`src/rtl/selseq_pkg.sv`:
```
// Shared field widths and controller states for the selection packet receiver.
package selseq_pkg;
    localparam int ACT_W     = 4;
    localparam int EXT_W     = 4;
    localparam int GLB_W     = 24;
    localparam int CHK_W     = 4;
    localparam int SHORT_BIT = 3;

    typedef enum logic [2:0] {
        ST_IDLE,
        ST_ACT,
        ST_EXT,
        ST_GLB,
        ST_CHK
    } sel_state_t;
endpackage

```
`src/rtl/selseq_shreg.sv`:
```
// LSB-first field shift register.
// What it does: each shift moves the stored bits down one place and puts the
// new bit at the top, so after W shifts the first bit received sits at bit 0.
// nxt_o shows the value the register will hold after a shift with the current
// bit, so the caller can capture a field on the same edge as its last bit.
// Assumes W >= 2.
module selseq_shreg #(
    parameter int W = 4
) (
    input  logic         clk,
    input  logic         rst_n,
    input  logic         shift_i,
    input  logic         bit_i,
    output logic [W-1:0] q_o,
    output logic [W-1:0] nxt_o
);
    // Value after a shift with the present input bit.
    always_comb nxt_o = {bit_i, q_o[W-1:1]};

    // Register the field contents.
    always_ff @(posedge clk) begin
        if (!rst_n)       q_o <= '0;
        else if (shift_i) q_o <= nxt_o;
    end
endmodule

```
`src/rtl/selseq_ctrl.sv`:
```
// Sequencing controller for the selection packet.
// What it does: walks through the activation, extension, optional image and
// check fields. It counts strobed bits inside each field and raises one shift
// enable for the field in progress. On the last extension bit it uses the
// form bit to choose the long or the short path.
// Assumes: rst_esc outranks sel_i, and sel_i outranks bit_stb. The strobes
// are one cycle wide.
module selseq_ctrl
    import selseq_pkg::*;
#(
    parameter int AW = ACT_W,
    parameter int EW = EXT_W,
    parameter int GW = GLB_W,
    parameter int CW = CHK_W,
    parameter int SB = SHORT_BIT
) (
    input  logic          clk,
    input  logic          rst_n,
    input  logic          stb_i,
    input  logic          sel_i,
    input  logic          esc_i,
    input  logic [EW-1:0] ext_nxt_i,
    output logic          en_act_o,
    output logic          en_ext_o,
    output logic          en_glb_o,
    output logic          en_chk_o,
    output logic          done_o,
    output logic          long_o
);
    localparam int MAXW = (GW > AW && GW > EW && GW > CW) ? GW :
                          ((AW > EW) ? ((AW > CW) ? AW : CW) : ((EW > CW) ? EW : CW));
    localparam int CNTW = $clog2(MAXW);

    sel_state_t      state_q;
    logic [CNTW-1:0] cnt_q;
    logic [CNTW-1:0] fld_last;
    logic            take;
    logic            last;

    // Index of the last bit in the current field.
    always_comb begin
        case (state_q)
            ST_ACT:  fld_last = CNTW'(AW - 1);
            ST_EXT:  fld_last = CNTW'(EW - 1);
            ST_GLB:  fld_last = CNTW'(GW - 1);
            default: fld_last = CNTW'(CW - 1);
        endcase
    end

    // A strobe counts only while collecting, with no escape or restart pending.
    always_comb begin
        take     = stb_i && !sel_i && !esc_i && (state_q != ST_IDLE);
        last     = (cnt_q == fld_last);
        en_act_o = take && (state_q == ST_ACT);
        en_ext_o = take && (state_q == ST_EXT);
        en_glb_o = take && (state_q == ST_GLB);
        en_chk_o = take && (state_q == ST_CHK);
        done_o   = en_chk_o && last;
    end

    // Advance the state and the bit counter.
    always_ff @(posedge clk) begin
        if (!rst_n) begin
            state_q <= ST_IDLE;
            cnt_q   <= '0;
            long_o  <= 1'b0;
        end else if (esc_i) begin
            state_q <= ST_IDLE;
            cnt_q   <= '0;
        end else if (sel_i) begin
            state_q <= ST_ACT;
            cnt_q   <= '0;
        end else if (take) begin
            if (last) begin
                cnt_q <= '0;
                case (state_q)
                    ST_ACT:  state_q <= ST_EXT;
                    ST_EXT: begin
                        long_o  <= !ext_nxt_i[SB];
                        state_q <= ext_nxt_i[SB] ? ST_CHK : ST_GLB;
                    end
                    ST_GLB:  state_q <= ST_CHK;
                    default: state_q <= ST_IDLE;
                endcase
            end else begin
                cnt_q <= cnt_q + 1'b1;
            end
        end
    end

    AST_ENABLE_ONEHOT: assert property (@(posedge clk) disable iff (!rst_n)
        $onehot0({en_act_o, en_ext_o, en_glb_o, en_chk_o}));
    AST_IDLE_QUIET: assert property (@(posedge clk) disable iff (!rst_n)
        (state_q == ST_IDLE) |-> !(en_act_o || en_ext_o || en_glb_o || en_chk_o));
    AST_ESC_TO_IDLE: assert property (@(posedge clk) disable iff (!rst_n)
        esc_i |=> (state_q == ST_IDLE));
    AST_SEL_RESTART: assert property (@(posedge clk) disable iff (!rst_n)
        (sel_i && !esc_i) |=> (state_q == ST_ACT && cnt_q == '0));
    AST_SHORT_SKIP: assert property (@(posedge clk) disable iff (!rst_n)
        (en_ext_o && last && ext_nxt_i[SB]) |=> (state_q == ST_CHK));
    AST_LONG_IMAGE: assert property (@(posedge clk) disable iff (!rst_n)
        (en_ext_o && last && !ext_nxt_i[SB]) |=> (state_q == ST_GLB));
endmodule

```
`src/rtl/selseq_rx.sv`:
```
// Selection sequence packet receiver (top).
// What it does: shifts strobed bits into one staging register per field,
// steered by the controller. When the last check bit arrives, it copies the
// fields into the output registers and pulses cfg_valid. A short packet
// leaves the image output untouched.
// Assumes: bit_stb, sel_pulse and rst_esc are single-cycle pulses
// synchronous to clk.
module selseq_rx
    import selseq_pkg::*;
#(
    parameter int AW = ACT_W,
    parameter int EW = EXT_W,
    parameter int GW = GLB_W,
    parameter int CW = CHK_W,
    parameter int SB = SHORT_BIT
) (
    input  logic          clk,
    input  logic          rst_n,
    input  logic          bit_stb,
    input  logic          bit_in,
    input  logic          sel_pulse,
    input  logic          rst_esc,
    output logic [AW-1:0] act_code,
    output logic [EW-1:0] ext_code,
    output logic [GW-1:0] glob_cfg,
    output logic [CW-1:0] chk_code,
    output logic          cfg_valid
);
    logic          en_act, en_ext, en_glb, en_chk, done, long_q;
    logic [AW-1:0] act_q, act_nxt;
    logic [EW-1:0] ext_q, ext_nxt;
    logic [GW-1:0] glb_q, glb_nxt;
    logic [CW-1:0] chk_q, chk_nxt;

    selseq_ctrl #(.AW(AW), .EW(EW), .GW(GW), .CW(CW), .SB(SB)) ctrl_i (
        .clk(clk), .rst_n(rst_n), .stb_i(bit_stb), .sel_i(sel_pulse),
        .esc_i(rst_esc), .ext_nxt_i(ext_nxt),
        .en_act_o(en_act), .en_ext_o(en_ext), .en_glb_o(en_glb),
        .en_chk_o(en_chk), .done_o(done), .long_o(long_q)
    );

    selseq_shreg #(.W(AW)) act_sr_i (.clk(clk), .rst_n(rst_n), .shift_i(en_act),
        .bit_i(bit_in), .q_o(act_q), .nxt_o(act_nxt));
    selseq_shreg #(.W(EW)) ext_sr_i (.clk(clk), .rst_n(rst_n), .shift_i(en_ext),
        .bit_i(bit_in), .q_o(ext_q), .nxt_o(ext_nxt));
    selseq_shreg #(.W(GW)) glb_sr_i (.clk(clk), .rst_n(rst_n), .shift_i(en_glb),
        .bit_i(bit_in), .q_o(glb_q), .nxt_o(glb_nxt));
    selseq_shreg #(.W(CW)) chk_sr_i (.clk(clk), .rst_n(rst_n), .shift_i(en_chk),
        .bit_i(bit_in), .q_o(chk_q), .nxt_o(chk_nxt));

    // Load the output fields and pulse valid when a packet completes.
    always_ff @(posedge clk) begin
        if (!rst_n) begin
            act_code  <= '0;
            ext_code  <= '0;
            glob_cfg  <= '0;
            chk_code  <= '0;
            cfg_valid <= 1'b0;
        end else begin
            cfg_valid <= done;
            if (done) begin
                act_code <= act_q;
                ext_code <= ext_q;
                chk_code <= chk_nxt;
                if (long_q) glob_cfg <= glb_q;
            end
        end
    end

    AST_VALID_PULSE: assert property (@(posedge clk) disable iff (!rst_n)
        cfg_valid |=> !cfg_valid);
    AST_SHORT_HOLDS_IMAGE: assert property (@(posedge clk) disable iff (!rst_n)
        (cfg_valid && ext_code[SB]) |-> $stable(glob_cfg));
    AST_ABORT_NO_VALID: assert property (@(posedge clk) disable iff (!rst_n)
        rst_esc |=> !cfg_valid);
    AST_OUTPUTS_HELD: assert property (@(posedge clk) disable iff (!rst_n)
        !cfg_valid |-> ($stable(act_code) && $stable(chk_code)));
endmodule

```
`config.mk`:
```
export PLATFORM = sky130hd
export DESIGN_NAME = selseq_rx
export DESIGN_NICKNAME = d
export VERILOG_FILES = /design/src/rtl/selseq_pkg.sv /design/src/rtl/selseq_shreg.sv /design/src/rtl/selseq_ctrl.sv /design/src/rtl/selseq_rx.sv
export SDC_FILE = /design/constraint.sdc
export NUM_CORES = 1
export LEC_CHECK = 0
export BUFFER_PORTS_ARGS = -buffer_cell sky130_fd_sc_hd__buf_4
export CAP_MARGIN = 20
export CORE_UTILIZATION = 60
export CTS_BUF_LIST = sky130_fd_sc_hd__clkbuf_4 sky130_fd_sc_hd__clkbuf_8
export CTS_CLUSTER_SIZE = 8
export DETAILED_ROUTE_END_ITERATION = 16
export PLACE_DENSITY_LB_ADDON = 0.08
export SETUP_SLACK_MARGIN = 0.3
export SLEW_MARGIN = 40
export SYNTH_ARGS = -nofsm -noshare
export SYNTH_HDL_FRONTEND = slang
export SYNTH_SLANG_ARGS = --single-unit
```
`constraint.sdc`:
```
create_clock -name clk -period 5.28 [get_ports clk]
set_clock_uncertainty 0.05 [all_clocks]
set_input_delay 0 -clock clk [delete_from_list [all_inputs] [get_ports clk]]
set_output_delay 0 -clock clk [all_outputs]
set_load 0.02 [all_outputs]
```
Word level (Yosys, flattened, before mapping)

Index checks and enable logic that the tools add are counted.
Widths: inputs -> output; s select.

Register bits: 82
Latch bits: 0
Bits in writable memories: 0
ROM bits: 0
Bits of input ports: 6
Output and inout bits: 37
Word-level logic and storage cells: 49
Memories: 0

Add/sub/neg operators: 1
$mul: 0
Div/mod/pow operators: 0
Magnitude comparators: 0
Equal/unequal tests: 5
Shift operators: 0
Multiplexer cells: 7
Bitwise gates (word level): 3
Reductions and logical operators: 20

Operator list:

| kind                | number |
|---|---|
| $mux 5              | 2 |
| $pmux 3 s3          | 1 |
| $logic_and 1x1->1   | 8 |
| $eq 3x2->1 const B  | 2 |
| $reduce_and 2->1    | 3 |
| $add 5x1->5 const B | 1 |
| $eq 5x5->1          | 1 |
| $reduce_and 5->1    | 1 |
| $reduce_bool 2->1   | 2 |
| $eq 3x1->1 const B  | 1 |
| $eq 3x3->1 const B  | 1 |
| $logic_not 1->1     | 3 |
| $mux 1              | 3 |
| $mux 3              | 1 |
| $not 1->1           | 3 |
| $reduce_bool 3->1   | 1 |
| $reduce_or 3->1     | 1 |
| $reduce_or 2->1     | 1 |

Depth between registers and ports, before layout

Depth after elaboration: 7
Depth in mapped cells: 7

By module

Synthesis repeated with hierarchy kept, for this count alone.

Cell total of the unflattened synthesis: 368
Area, all modules: 3,751.1 sq um

By module, submodules not included:

| module                       | instances | cells each | area an instance (sq um) | sequential area each (sq um) |
|---|---|---|---|---|
| selseq_rx                    | 1         | 151        | 1,488.9                  | 740.7 |
| selseq_shreg at glb_sr_i     | 1         | 101        | 1,109.8                  | 480.5 |
| selseq_ctrl                  | 1         | 65         | 593.1                    | 180.2 |
| selseq_shreg at act_sr_i ... | 3         | 17         | 186.4                    | 80.1 |

Worst setup path before layout

No wires, ideal clock.

Path kind: input-to-reg
From: in sel_pulse
To: reg glob_cfg[10]
Data arrival time: 1.849 ns
Path slack: 3.310 ns
Stages on the path: 7
Buffers on the path: 3
Cells stage by stage: or3b_1 -> buf_2 -> or3_1 -> buf_2 -> nor4_4 -> buf_6 -> mux2i_1

Longest elaborated chain between the ends: 7

RTL lines:

| item                            | line              | RTL |
|---|---|---|
| start, declared                 | selseq_rx.sv:21   | `input logic sel_pulse,` |
| $logic_not 1->1                 | selseq_ctrl.sv:52 | `take = stb_i && !sel_i && !esc_i && (state_q != ST_IDLE);` |
| $logic_and 1x1->1 (3 in series) | selseq_ctrl.sv:52 |  |
| $logic_and 1x1->1               | selseq_ctrl.sv:57 | `en_chk_o = take && (state_q == ST_CHK);` |
| $logic_and 1x1->1               | selseq_ctrl.sv:58 | `done_o = en_chk_o && last;` |
| $reduce_and 2->1 (no line)      | n/a               |  |
| end signal, assigned            | selseq_rx.sv:65   | `if (long_q) glob_cfg <= glb_q;` |
| end, declared                   | selseq_rx.sv:25   | `output logic [GW-1:0] glob_cfg,` |

Every way passes these cells.
A chain may end at the register's enable or synchronous reset.

Worst setup path after layout

From: reg ctrl_i.state_q[1]
To: reg ctrl_i.state_q[0]

Longest elaborated chain between the ends: 5
Elaborated cells between the ends (all ways): 14

RTL lines:

| item                                                         | line                                 | RTL |
|---|---|---|
| start, declared                                              | selseq_ctrl.sv:34                    | `sel_state_t state_q;` |
| start signal, assigned                                       | selseq_ctrl.sv:80                    | `state_q <= ext_nxt_i[SB] ? ST_CHK : ST_GLB;` |
| $eq 3x2->1 (tied with other cells)                           | selseq_ctrl.sv:42, selseq_ctrl.sv:76 |  |
| $mux 5 / $pmux 3 s3 (equally long branches)                  | selseq_ctrl.sv:42, selseq_ctrl.sv:76 |  |
| $eq 5x5->1 / $mux 1 (equally long branches)                  | selseq_ctrl.sv:53, selseq_ctrl.sv:74 |  |
| $reduce_bool 2->1 (no line) / $mux 1 (equally long branches) | n/a                                  |  |
| $reduce_and 2->1 (no line) / $mux 1 (equally long branches)  | n/a                                  |  |

Parallel ways exist; a longest one is shown, timed or not. The select of a mux whose other input is x is not followed.

==> impl_results.md <==
- Status: finished clean
- First-pass DRT Iterations: 4
- Post-DRT Antenna Nets: 0
- RSZ-0062 raised after global routing: false
- Post-Route WL: 6076 um
- Area Growth Syn to Fin: 17.93%
- Most common flop cell mapped by yosys: dfxtp_1
- Clock buffer depth: 2
- Post-layout net count: ~420
- Distinct cells, synth: 34
- Origin of the critical flop-to-flop path: ctrl_i.state_q[1]$_SDFFE_PP0P_
- Biggest cell delay along the critical path: 740 ps
- Worst Path Required: roughly 5500 ps
- Synth area leaders: dfxtp_1 (51%), nand2_1 (12%), mux2i_1 (11%)
- Measured slew at the worst slew-check pin: 834.5 ps
- Number of cell rows: 26
- IO Port Bufs: 42
- Simple logic cell fraction of the synthesized area: between 20 and 25%
- Peak VDD IR: roughly 0.19 mV
- Worst slew margin: between 40% and 50%
- Vias: 2605
- Post-route minimum period: between 2000 and 3000 ps
- Largest family of logic cells by synthesized area: simple AND/OR/NAND/NOR gates
- Initial antenna violation count: 0
- DRC viols: 0
- Vias in the first global route: 2331
- Final count of pins violating max slew: 0
- Placer Congestion: 0.7703
- CP arrival: ~2900 ps
- Leakage dissipation: between 1 and 1.5 nW
- Top-count cell post-synth: nand2_1
- Crit path cell chain: and3b_1 -> mux2i_2 -> nor3_1 -> o311a_1 -> dlygate4sd3_1
- Antenna cells: 0
- Post-synth EDFFs: 0
- # setup viols final: 0
- Number of synthesized register bits: slightly above 80
- Post-layout instance area: ~3800 um^2
- Post-synth top area share: between 50% and 60%
- Post-Synthesis Net Count: roughly 380
- Syn Area/Cell: between 8 and 9 um^2
- CP Capture Type: flop
- Grt ovf: 0
- Final worst slack: about 2600 ps
- Max Cap Viol: 0
- Die Y: between 70 and 80 um
- Period utilization: about half
- Adder-cell share of the synthesized area: less than 1%
- Layout cell share with drive strength beyond 1: approximately 16%
- Worst-Skew Late Latency: around 340 ps
- Worst hold path startpoint: rst_n
- WS Path Type: reg -> reg
- Slowest CP cell: mux2i_2
- Final Non-Filler Cells: around 480
- CTS tree: done
- Critical Path Start: ctrl_i.state_q[1]$_SDFFE_PP0P_
- FFs w/ async S/R, synth: 0%
- GRT Total Usage: between 20% and 30%
- Routed len/inst: roughly 13 um
- Die X: around 75 um
- Clock transition at the registers of the reported paths: approximately 80 ps
- CTS buffer count: 9
- TNS Setup: 0 ps
- Vias per Instance: ~5.4
- Initial core utilization: between 60% and 70%
- CTS H-tree lvls: 3
- Fmax: about 370 MHz
- Pwr/cell area: a little under 300 nW/um^2
- Mux cell area share after synthesis: 11.00%
- Netlist Area Pre-Place: around 3200 um^2
- First-pass GRT wire length: between 10000 and 15000 um
- Core box area: between 5000 and 6000 um^2
- CTS Root Cell: clkbuf_8
- Tot Pwr: around 1.1 mW
- Top Ports: 43
- Post-synth top area cell: dfxtp_1
- Die area: about 5600 um^2
- Post-Syn Instances: 375
- Sequential area share after synthesis: about half
- CP bufs+invs: 1
- Area after DPL: 3516 um^2
- Final HPWL DP: around 3800 um
- Synth warn: 0
- Top cell family by delay on the critical path: multiplexers
- Dpl cells: 464
- Dpl ws: a little under 3000 ps
- Hold Path Class: in -> reg
- Clk sink count: a little over 80
- Post-Synth XOR/XNOR Area: 1.096%
- 1st-iter DRT viols: roughly 130
- Setup crit start kind: flop
- Setup bufs post-CTS: 0
- Crit-path max FO: 18
- Largest net degree at the start of global routing: 52
- Final hold violations: 0
- Post-synthesis compound-gate area fraction: under 10%
- Synth cell count leaders: nand2_1 (105), dfxtp_1 (81), a21oi_1 (42)
-- placed cells by master, fill, tap and decap left out, types with 7 or more instances in the layout --
cell / n
o21ai_0: 13
nor3_1: 7
a21oi_1: 42
buf_4: 45
clkbuf_8: 9
nand2_1: 105
nor2_1: 15
nand3_1: 15
mux2i_1: 33
dfxtp_1: 81
-- worst min-delay path: stages --
cell and delay (ps):
buf_4 260, nand2_1 120, mux2i_1 50
-- final cells by class --
cell class | count | area (um^2)
Tap cell | 70 | 87.58
Timing Repair Buffer | 49 | 377.9
Sequential cell | 81 | 1622
Clock inverter | 5 | 81.33
Fill cell | 420 | 1338
Clock buffer | 10 | 131.4
Inverter | 3 | 11.26
Multi-Input combinational cell | 265 | 1459
-- what timing repair did --
| item | in CTS | in global routing |
|---|---|---|
| endpoints found under the hold margin | 10 | 0 |
| gates resized for setup | 0 | 0 |
| hold buffers | 4 | 0 |
-- registers in the layout, summed over array words and instances (netlist names) --
name            cells
cfg_valid           1
act_sr_i.q_o        4
ctrl_i.long_o       1
glob_cfg           24
act_code            4
ctrl_i.cnt_q        5
ctrl_i.state_q      3
chk_sr_i.q_o        3
glb_sr_i.q_o       24
ext_sr_i.q_o        4
chk_code            4
ext_code            4
-- metrics by stage --
stage	hold slack [ps]	util (%)
finish	98.66	73.81
global route	111.0	73.81
CTS	88.84	73.79
detailed placement	247.1	68.84
global placement	226.7	68.67
floorplan	85.97	-
-- report_power, final --
group          internal [mW]  switching (mW)  total, mW
clock                  0.269           0.212      0.481
combinational        0.00723          0.0167     0.0239
sequential             0.611        0.000753      0.611
-- logic make-up (layout without fill, tap and decap cells) --
kind of cell	after synthesis	after routing
AOI/OAI and AO/OA	61	61
DFF	81	81
and+or+nand+nor	164	164
adders and majority gates	1	1
buffers and inverters	29	67
xor gates and xnor gates	4	4
muxes	35	35
-- final timing paths --
| kind | slack (ps) | end | cells past startpoint |
|---|---|---|---|
| min reg2reg | 410 | glob_cfg[17]$_SDFFE_PN0P_ | 2 |
| min | 100 | glob_cfg[19]$_SDFFE_PN0P_ | 3 |
| max reg2reg | 2560 | ctrl_i.state_q[0]$_SDFFE_PP0P_ | 5 |
| max | 2560 | ctrl_i.state_q[0]$_SDFFE_PP0P_ | 5 |
-- per-layer routing --
| layer | GRT usage [%] | routed length (um) | part of all wire, % | vias to the layer above |
|---|---|---|---|---|
| met4 | 10.69 | 112 | 1.8 | 0 |
| met1 | 28.74 | 2834 | 47 | 1212 |
| met3 | 4.150 | 237 | 3.9 | 12 |
| li1 | - | - | - | 1323 |
| met5 | 0 | 0 | 0 | - |
| met2 | 40.84 | 2892 | 48 | 58 |
(Power assumes the default switching activity.)
